File: src/rtl/flash_seq_pkg.sv
package flash_seq_pkg;

    typedef enum logic [3:0] {
        ST_READ   = 4'd0,
        ST_UNL1   = 4'd1,
        ST_UNL2   = 4'd2,
        ST_PDATA  = 4'd3,
        ST_EUNL1  = 4'd4,
        ST_EUNL2  = 4'd5,
        ST_ECMD   = 4'd6,
        ST_PROG   = 4'd7,
        ST_ERASE  = 4'd8,
        ST_SUSP   = 4'd9
    } seq_state_e;

    localparam logic [7:0] KEY_FIRST   = 8'hAA;
    localparam logic [7:0] KEY_SECOND  = 8'h55;
    localparam logic [7:0] OP_PROGRAM  = 8'hA0;
    localparam logic [7:0] OP_ERASE_SU = 8'h80;
    localparam logic [7:0] OP_SECTOR   = 8'h30;
    localparam logic [7:0] OP_SUSPEND  = 8'hB0;
    localparam logic [7:0] OP_RESUME   = 8'h30;

    localparam int unsigned KEY_ADDR_A = 'h555;
    localparam int unsigned KEY_ADDR_B = 'h2AA;

endpackage

File: src/rtl/flash_cmd_decode.sv
module flash_cmd_decode
    import flash_seq_pkg::*;
#(
    parameter int ADDR_W = 11
) (
    input  logic [ADDR_W-1:0] addr,
    input  logic [7:0]        code_in,
    output logic              at_key_a,
    output logic              at_key_b,
    output logic              key1_hit,
    output logic              key2_hit,
    output logic [7:0]        code
);
    localparam logic [ADDR_W-1:0] KEY_A = ADDR_W'(KEY_ADDR_A);
    localparam logic [ADDR_W-1:0] KEY_B = ADDR_W'(KEY_ADDR_B);

    always_comb begin
        code     = code_in;
        at_key_a = (addr == KEY_A);
        at_key_b = (addr == KEY_B);
        key1_hit = at_key_a && (code_in == KEY_FIRST);
        key2_hit = at_key_b && (code_in == KEY_SECOND);
    end
endmodule

File: src/rtl/flash_rst_filter.sv
module flash_rst_filter #(
    parameter int MIN_CYC   = 125,
    parameter int RECOV_CYC = 13
) (
    input  logic clk,
    input  logic por_n,
    input  logic pin_n,
    output logic abort,
    output logic blocked
);
    localparam int LOW_W = $clog2(MIN_CYC + 1);
    localparam int REC_W = $clog2(RECOV_CYC + 1);

    logic [LOW_W-1:0] low_d, low_q;
    logic [REC_W-1:0] rec_d, rec_q;
    logic             armed_d, armed_q;

    always_comb begin
        low_d   = low_q;
        rec_d   = rec_q;
        armed_d = armed_q;
        abort   = 1'b0;
        if (!pin_n) begin
            rec_d = '0;
            if (low_q != LOW_W'(MIN_CYC)) begin
                low_d = low_q + 1'b1;
            end
            if (low_q == LOW_W'(MIN_CYC - 1)) begin
                abort   = 1'b1;
                armed_d = 1'b1;
            end
        end else begin
            low_d = '0;
            if (armed_q) begin
                armed_d = 1'b0;
                rec_d   = REC_W'(RECOV_CYC);
            end else if (rec_q != '0) begin
                rec_d = rec_q - 1'b1;
            end
        end
    end

    assign blocked = !pin_n || armed_q || (rec_q != '0);

    always_ff @(posedge clk) begin
        if (!por_n) begin
            low_q   <= '0;
            rec_q   <= '0;
            armed_q <= 1'b0;
        end else begin
            low_q   <= low_d;
            rec_q   <= rec_d;
            armed_q <= armed_d;
        end
    end

    // an abort needs the pin low now and on the edge before (MIN_CYC >= 2)
    a_r10_abort_needs_width: assert property (@(posedge clk) disable iff (!por_n)
        abort |-> (!pin_n && $past(!pin_n)));

    // releasing a recognized reset opens the recovery window
    a_r11_release_blocks: assert property (@(posedge clk) disable iff (!por_n)
        (armed_q && pin_n) |=> blocked);
endmodule

File: src/rtl/flash_array_stub.sv
module flash_array_stub #(
    parameter int ARR_AW = 6,
    parameter int SECT_W = 2
) (
    input  logic              clk,
    input  logic              por_n,
    input  logic [ARR_AW-1:0] rd_idx,
    output logic [15:0]       rd_data,
    input  logic              prog_en,
    input  logic [ARR_AW-1:0] prog_idx,
    input  logic [15:0]       prog_data,
    input  logic [1:0]        prog_lane,
    input  logic              erase_en,
    input  logic [SECT_W-1:0] erase_sect
);
    localparam int DEPTH = 1 << ARR_AW;

    logic [15:0] mem_d [DEPTH];
    logic [15:0] mem_q [DEPTH];

    always_comb begin
        for (int i = 0; i < DEPTH; i++) begin
            mem_d[i] = mem_q[i];
            if (erase_en && (SECT_W'(i >> (ARR_AW - SECT_W)) == erase_sect)) begin
                mem_d[i] = 16'hFFFF;
            end
        end
        if (prog_en) begin
            if (prog_lane[0]) mem_d[prog_idx][7:0]  = mem_q[prog_idx][7:0]  & prog_data[7:0];
            if (prog_lane[1]) mem_d[prog_idx][15:8] = mem_q[prog_idx][15:8] & prog_data[15:8];
        end
    end

    assign rd_data = mem_q[rd_idx];

    always_ff @(posedge clk) begin
        for (int i = 0; i < DEPTH; i++) begin
            if (!por_n) mem_q[i] <= 16'hFFFF;
            else        mem_q[i] <= mem_d[i];
        end
    end

    // program and erase never commit in the same cycle
    a_r3_one_commit: assert property (@(posedge clk) disable iff (!por_n)
        !(prog_en && erase_en));
endmodule

File: src/rtl/flash_cmd_seq.sv
module flash_cmd_seq
    import flash_seq_pkg::*;
#(
    parameter int ADDR_W      = 11,
    parameter int ARR_AW      = 6,
    parameter int SECT_W      = 2,
    parameter int PROG_CYC    = 16,
    parameter int ERASE_CYC   = 256,
    parameter int RST_MIN_CYC = 125,
    parameter int RECOV_CYC   = 13
) (
    input  logic              clk,
    input  logic              por_n,
    input  logic              hw_reset_n,
    input  logic              word_mode,
    input  logic              wr_en,
    input  logic              rd_en,
    input  logic [ADDR_W-1:0] addr,
    input  logic [15:0]       dq_in,
    output logic [15:0]       dq_out,
    output logic [15:0]       dq_oe,
    output logic              rdy_pulldown
);
    localparam int MAX_CYC = (PROG_CYC > ERASE_CYC) ? PROG_CYC : ERASE_CYC;
    localparam int CNT_W   = $clog2(MAX_CYC + 1);

    typedef struct packed {
        seq_state_e        state;
        logic [CNT_W-1:0]  cnt;
        logic              tog6;
        logic              tog2;
        logic [SECT_W-1:0] esect;
        logic [ARR_AW-1:0] paddr;
        logic [15:0]       pdata;
        logic [1:0]        plane;
        logic [15:0]       dq_out;
        logic [15:0]       dq_oe;
        logic              busy;
    } seq_t;

    seq_t q, d;

    logic              abort, blocked, wr_ok, rd_ok;
    logic              at_key_a, at_key_b, key1_hit, key2_hit;
    logic [7:0]        code;
    logic [15:0]       arr_rdata;
    logic              prog_en, erase_en;
    logic [ARR_AW-1:0] arr_idx;
    logic [SECT_W-1:0] arr_sect;
    logic              a_low;
    logic              running, in_esect;

    flash_rst_filter #(.MIN_CYC(RST_MIN_CYC), .RECOV_CYC(RECOV_CYC)) u_rst (
        .clk     (clk),
        .por_n   (por_n),
        .pin_n   (hw_reset_n),
        .abort   (abort),
        .blocked (blocked)
    );

    flash_cmd_decode #(.ADDR_W(ADDR_W)) u_dec (
        .addr     (addr),
        .code_in  (dq_in[7:0]),
        .at_key_a (at_key_a),
        .at_key_b (at_key_b),
        .key1_hit (key1_hit),
        .key2_hit (key2_hit),
        .code     (code)
    );

    flash_array_stub #(.ARR_AW(ARR_AW), .SECT_W(SECT_W)) u_arr (
        .clk        (clk),
        .por_n      (por_n),
        .rd_idx     (arr_idx),
        .rd_data    (arr_rdata),
        .prog_en    (prog_en),
        .prog_idx   (q.paddr),
        .prog_data  (q.pdata),
        .prog_lane  (q.plane),
        .erase_en   (erase_en),
        .erase_sect (q.esect)
    );

    assign wr_ok    = wr_en && !blocked;
    assign rd_ok    = rd_en && !blocked;
    assign arr_idx  = addr[ARR_AW-1:0];
    assign arr_sect = addr[ARR_AW-1 -: SECT_W];
    assign a_low    = !word_mode && dq_in[15];
    assign running  = (q.state == ST_PROG) || (q.state == ST_ERASE);
    assign in_esect = (arr_sect == q.esect);

    always_comb begin
        d        = q;
        d.dq_oe  = '0;
        prog_en  = 1'b0;
        erase_en = 1'b0;
        if (abort) begin
            d.state = ST_READ;
            d.cnt   = '0;
        end else begin
            unique case (q.state)
                ST_READ: if (wr_ok && key1_hit) d.state = ST_UNL1;
                ST_UNL1: if (wr_ok) d.state = key2_hit ? ST_UNL2 : ST_READ;
                ST_UNL2: if (wr_ok) begin
                    if (at_key_a && code == OP_PROGRAM)       d.state = ST_PDATA;
                    else if (at_key_a && code == OP_ERASE_SU) d.state = ST_EUNL1;
                    else                                      d.state = ST_READ;
                end
                ST_PDATA: if (wr_ok) begin
                    d.state = ST_PROG;
                    d.cnt   = '0;
                    d.tog6  = 1'b0;
                    d.tog2  = 1'b0;
                    d.paddr = arr_idx;
                    d.pdata = word_mode ? dq_in : {dq_in[7:0], dq_in[7:0]};
                    d.plane = word_mode ? 2'b11 : (a_low ? 2'b10 : 2'b01);
                end
                ST_EUNL1: if (wr_ok) d.state = key1_hit ? ST_EUNL2 : ST_READ;
                ST_EUNL2: if (wr_ok) d.state = key2_hit ? ST_ECMD : ST_READ;
                ST_ECMD: if (wr_ok) begin
                    if (code == OP_SECTOR) begin
                        d.state = ST_ERASE;
                        d.cnt   = '0;
                        d.tog6  = 1'b0;
                        d.tog2  = 1'b0;
                        d.esect = arr_sect;
                    end else begin
                        d.state = ST_READ;
                    end
                end
                ST_PROG: begin
                    if (q.cnt == CNT_W'(PROG_CYC - 1)) begin
                        prog_en = 1'b1;
                        d.state = ST_READ;
                        d.cnt   = '0;
                    end else begin
                        d.cnt = q.cnt + 1'b1;
                    end
                end
                ST_ERASE: begin
                    if (q.cnt == CNT_W'(ERASE_CYC - 1)) begin
                        erase_en = 1'b1;
                        d.state  = ST_READ;
                        d.cnt    = '0;
                    end else if (wr_ok && code == OP_SUSPEND) begin
                        d.state = ST_SUSP;
                    end else begin
                        d.cnt = q.cnt + 1'b1;
                    end
                end
                ST_SUSP: if (wr_ok && code == OP_RESUME) d.state = ST_ERASE;
                default: d.state = ST_READ;
            endcase

            if (rd_ok) begin
                if (running || (q.state == ST_SUSP && in_esect)) begin
                    d.dq_out = {8'h00, 1'b0, q.tog6, 3'b000, q.tog2, 2'b00};
                    if (running) d.tog6 = ~q.tog6;
                    if ((q.state == ST_ERASE || q.state == ST_SUSP) && in_esect) d.tog2 = ~q.tog2;
                end else if (word_mode) begin
                    d.dq_out = arr_rdata;
                end else begin
                    d.dq_out = {8'h00, a_low ? arr_rdata[15:8] : arr_rdata[7:0]};
                end
                d.dq_oe = word_mode ? 16'hFFFF : 16'h00FF;
            end
        end
        d.busy = (d.state == ST_PROG) || (d.state == ST_ERASE) || !hw_reset_n;
    end

    always_ff @(posedge clk) begin
        if (!por_n) q <= '0;
        else        q <= d;
    end

    assign dq_out       = q.dq_out;
    assign dq_oe        = q.dq_oe;
    assign rdy_pulldown = q.busy;

    // busy only appears after a write or a low reset pin
    a_r2_busy_after_write: assert property (@(posedge clk) disable iff (!por_n)
        $rose(rdy_pulldown) |-> ($past(wr_en) || $past(!hw_reset_n)));

    // a running program can only finish or be aborted
    a_r5_no_restart: assert property (@(posedge clk) disable iff (!por_n)
        (q.state == ST_PROG) |=> (q.state == ST_PROG || q.state == ST_READ));

    // a suspended erase reports ready
    a_r8_suspend_ready: assert property (@(posedge clk) disable iff (!por_n)
        (q.state == ST_SUSP && $past(hw_reset_n)) |-> !rdy_pulldown);

    // low reset pin silences the data bus and shows busy
    a_r9_quiet_in_reset: assert property (@(posedge clk) disable iff (!por_n)
        $past(!hw_reset_n) |-> (dq_oe == '0 && rdy_pulldown));
endmodule

File: config.mk
export PLATFORM = sky130hd
export DESIGN_NAME = flash_cmd_seq
export DESIGN_NICKNAME = d
export VERILOG_FILES = /design/src/rtl/flash_seq_pkg.sv /design/src/rtl/flash_cmd_decode.sv /design/src/rtl/flash_rst_filter.sv /design/src/rtl/flash_array_stub.sv /design/src/rtl/flash_cmd_seq.sv
export SDC_FILE = /design/constraint.sdc
export NUM_CORES = 2
export LEC_CHECK = 0
export BUFFER_PORTS_ARGS = -buffer_cell sky130_fd_sc_hd__buf_2
export CAP_MARGIN = 20
export CORE_AREA = 4 4 351 353
export CTS_CLUSTER_DIAMETER = 50
export DETAILED_ROUTE_END_ITERATION = 10
export DIE_AREA = 0 0 355 357
export SLEW_MARGIN = 20
export SYNTH_ARGS = -nofsm -noshare
export SYNTH_HDL_FRONTEND = slang
export SYNTH_SLANG_ARGS = --single-unit
File: constraint.sdc
create_clock -name clk -period 3.1 [get_ports clk]
set_input_delay 0.31 -clock clk [delete_from_list [all_inputs] [get_ports clk]]
set_output_delay 0.31 -clock clk [all_outputs]
set_load 0.02 [all_outputs]
==> impl_metrics.sql <==
INSERT INTO impl_metrics (metric_group, metric, value, unit) VALUES
('routing', 'post_route_ant_nets', '0', ''),
('finish', 'area_growth', '18.9', '%'),
('place', 'numPortBuffers', '65', ''),
('critical_path', 'worst-r2r-cell-count', '11', ''),
('timing', 'max_slew_headroom', '22.1', '%'),
('place', 'postPlaceCellArea', '57500', 'um^2'),
('power_and_ir_drop', 'power_density', '509', 'nW/um^2'),
('floorplanning', 'dieHeight', '357', 'um'),
('critical_path', 'crit_path_max_fanout', '6', ''),
('finish', 'layout_cells_sized_above_1', '26.3', '%'),
('timing', 'total_count_of_hold_check_failures_in_the_final_report', '0', ''),
('routing', 'drc_errors', '0', ''),
('power_and_ir_drop', 'power_report.internal_total', '0.0245', 'W'),
('routing', 'wire_per_inst', '28.3', 'um'),
('timing', 'finalCritPeriodShare', '102', '%'),
('global_route', 'grt_pass1_wl', '291000', 'um'),
('global_route', 'grt_util_all_layers', '30.6', '%'),
('floorplanning', 'io_pins', '66', ''),
('routing', 'drtPass1Iterations', '8', ''),
('global_route', 'grt_start_max_net_pins', '40', ''),
('synth', 'synth_edf_count', '0', ''),
('place', 'post-place-ws', '-20.3', 'ps'),
('timing', 'fin_worst_skew', '41.1', 'ps'),
('synth', 'yosysTopAreaCell', 'dfxtp_1', ''),
('critical_path', 'critical_path_destination', 'u_arr.mem_q[50][4]$_SDFF_PN1_', ''),
('outcome', 'status', 'finished with violations', ''),
('synth', 'synth-seq-area-share', '41.1', '%'),
('critical_path', 'crit_path_start_kind', 'flip-flop', ''),
('run', 'max_cap_violations', '0', ''),
('timing', 'maxClockFrequency', '317', 'MHz'),
('power_and_ir_drop', 'share_comb_of_total_power', '6.5', '%'),
('timing', 'maxSlewViolCount', '0', ''),
('critical_path', 'reg_to_reg_critical_path_endpoint', 'u_arr.mem_q[50][4]$_SDFF_PN1_', ''),
('critical_path', 'critical_path_class', 'flip-flop to flip-flop', ''),
('timing', 'final_critical_path_setup_slack', '-55.2', 'ps'),
('power_and_ir_drop', 'seq_power_share', '43.7', '%'),
('power_and_ir_drop', 'power.switching', '0.00796', 'W'),
('cts', 'cts.root.buffer_cell', 'clkbuf_16', ''),
('critical_path', 'critPathArrivalTime', '3790', 'ps'),
('synth', 'post_synth_main_area_contributors', 'dfxtp_1 41%, mux4_2 23%, a21oi_1 10%', ''),
('cts', 'clk_transition_reported_paths', '60', 'ps'),
('routing', 'dr_total_vias', '46200', ''),
('critical_path', 'timing.critical_path.required', '3740', 'ps'),
('power_and_ir_drop', 'power.share.clock', '49.7', '%'),
('floorplanning', 'initial_core_util', '44.8', '%'),
('outcome', 'failed_checks', 'negative setup slack', ''),
('timing', 'report.final.setup_viol', '212', ''),
('cts', 'tritoncts.num_buffers', '132', ''),
('floorplanning', 'die_area', '127000', 'um^2'),
('cts', 'cts_max_path_buffers', '3', ''),
('timing', 'final_period_minus_worst_setup_slack', '3160', 'ps'),
('cts', 'clock_insertion_delay_at_the_later_pin_of_the_skew_report', '760', 'ps'),
('routing', 'totalWireLength', '205000', 'um'),
('synth', 'syn-num-nets', '5445', ''),
('critical_path', 'crit_path_max_delay_cell_type', 'mux4_2', ''),
('power_and_ir_drop', 'static-leakage-power', '21.5', 'nW'),
('floorplanning', 'core_area', '120000', 'um^2'),
('synth', 'syn_avg_cell_area', '9.92', 'um^2'),
('finish', 'num-fill-cells', '10500', ''),
('critical_path', 'worst_setup_path_end_kind', 'flip-flop', ''),
('floorplanning', 'std_cell_rows', '127', ''),
('timing', 'hold_ws', '31.6', 'ps'),
('timing', 'rsz0062_at_grt', 'true', ''),
('global_route', 'initial_antenna_violation_count', '8', ''),
('routing', 'drc_marker_count_from_the_first_detailed_route_iteration', '6817', ''),
('critical_path', 'worst_path_largest_cell_delay', '570', 'ps'),
('synth', 'ys_async_sr_fraction', '0', '%'),
('timing', 'final.setup.tns', '-3990', 'ps'),
('global_route', 'grt_overflow_total', '0', ''),
('critical_path', 'setup.reg_to_reg.worst_slack', '-60', 'ps'),
('timing', 'worstMarginPinSlew', '1170', 'ps');
[placed cells by master, fill, tap and decap left out, types with 9 or more instances in the layout]
cell type	n
nor2_2	9
mux2_2	22
clkbuf_16	159
clkbuf_8	24
xnor2_1	9
inv_6	16
o221ai_1	28
buf_2	62
and3_1	11
buf_16	10
o22ai_1	16
a211oi_1	19
nand2_1	97
nand2b_1	160
mux2i_1	123
dfxtp_1	1097
clkbuf_1	15
bufinv_16	12
buf_4	374
nand3_1	45
clkinv_2	15
and2_1	137
nor2_1	1093
and3_4	11
dlygate4sd3_1	14
nand4b_1	18
a31oi_1	10
clkinvlp_4	9
mux4_2	544
buf_6	17
nor3_1	24
o21ai_0	25
a21oi_1	1045
inv_1	14
buf_12	94
nor2b_1	12
a21oi_2	34
a22oi_1	34
[worst min-delay path by stage]
stage,start,to,slack (ps),depth (start not counted)
after global placement,dq_out[15]$_SDFFE_PN0P_,dq_out[15]$_SDFFE_PN0P_,440,2
after CTS,dq_in[12],q[47]$_SDFFE_PN0P_,3,3
after global routing,dq_in[12],q[47]$_SDFFE_PN0P_,40,3
after detailed placement,dq_out[10]$_SDFFE_PN0P_,dq_out[10]$_SDFFE_PN0P_,430,2
after floorplan,dq_out[10]$_SDFFE_PN0P_,dq_out[10]$_SDFFE_PN0P_,420,2
final,dq_in[12],q[47]$_SDFFE_PN0P_,30,3
[registers in the layout (all words and copies together) (netlist names), named ones only]
register and flops:
u_arr.mem_q 1024, u_rst.rec_q 4, u_rst.low_q 7, dq_out 16, rdy_pulldown 1, q 41
u_rst.armed_q 1, dq_oe 2
[layer usage]
metal | part of all wire, % | track usage, % | up-vias | wire, um
met2 | 44 | 46.4 | 3018 | 90200
met4 | 4.7 | 12.3 | 6 | 9660
li1 | - | - | 19700 | -
met1 | 39 | 41.7 | 23000 | 79000
met3 | 13 | 8.17 | 554 | 26200
met5 | 0.017 | 0 | - | 34
[cell families (layout without fill, tap and decap cells)]
logic type	Yosys count	in the layout	share of synthesized area, %
muxes	696	696	25.7
DFF	1102	1102	41.1
xor gates and xnor gates	15	15	0.245
and+or+nand+nor	1682	1682	14.1
other	0	5	0
buffers and inverters	636	857	5.86
AOI/OAI and AO/OA	1267	1267	12.7
adders and majority gates	7	7	0.163
[cells in the mapped netlist (all sizes together) (4+ instances only)]
cell,count
clkbuf,189
nand2b,161
nor4b,10
o221ai,28
and3,25
a32oi,4
mux2i,126
xor2,6
nand2,97
a31oi,12
nor4,9
a22oi,34
nor3,24
o21ai,25
a211oi,19
inv,15
and2,138
a221oi,4
dfxtp,1102
buf,431
xnor2,9
nand4b,18
mux2,26
a311oi,4
nor2,1102
nand3,46
or2,7
o211ai,5
nand4,7
o22ai,16
ha,7
mux4,544
o311ai,4
nand3b,4
a21oi,1082
nor2b,14
[critical path, delay by kind of cell, from the launching register on]
family	cells	cell delay (ps)
muxes	3	1430
buffers and inverters	5	790
AOI/OAI and AO/OA	1	60
and+or+nand+nor	2	310
DFF	1	430
[power by group through the flow]
stage	clock network [W]	registers [W]	logic, W
floorplan	0	0.0145	0.00109
global placement	0	0.0145	0.00186
detailed placement	0	0.0145	0.00186
CTS	0.0162	0.0142	0.00189
global route	0.0168	0.0142	0.00216
finish	0.0162	0.0142	0.00212
[area by class of cell]
cell class	count	share of cell area (%)
Antenna cell	5	0.0196
Clock buffer	174	5.90
Clock inverter	64	1.21
Inverter	16	0.0941
Multi-Input combinational cell	3667	45.1
Sequential cell	1102	34.6
Tap cell	1612	3.16
Timing Repair Buffer	603	9.92
[per-stage QoR]
stage	util (%)	power, W	instances
detailed placement	48.0	0.0164	6907
finish	53.2	0.0325	7243
global route	53.2	0.0332	7239
CTS	52.0	0.0323	7164
floorplan	-	0.0156	5405
global placement	48.0	0.0164	6907
[timing repair]
item,4_1_cts,5_1_grt
gates cloned,3,29
hold endpoints to repair,18,0
pin swaps,0,6
resized for setup,9,88
setup endpoints to repair,179,958
buffers inserted,2,45
hold buffers,14,0
Note: power is estimated with default switching activity, not from simulation.
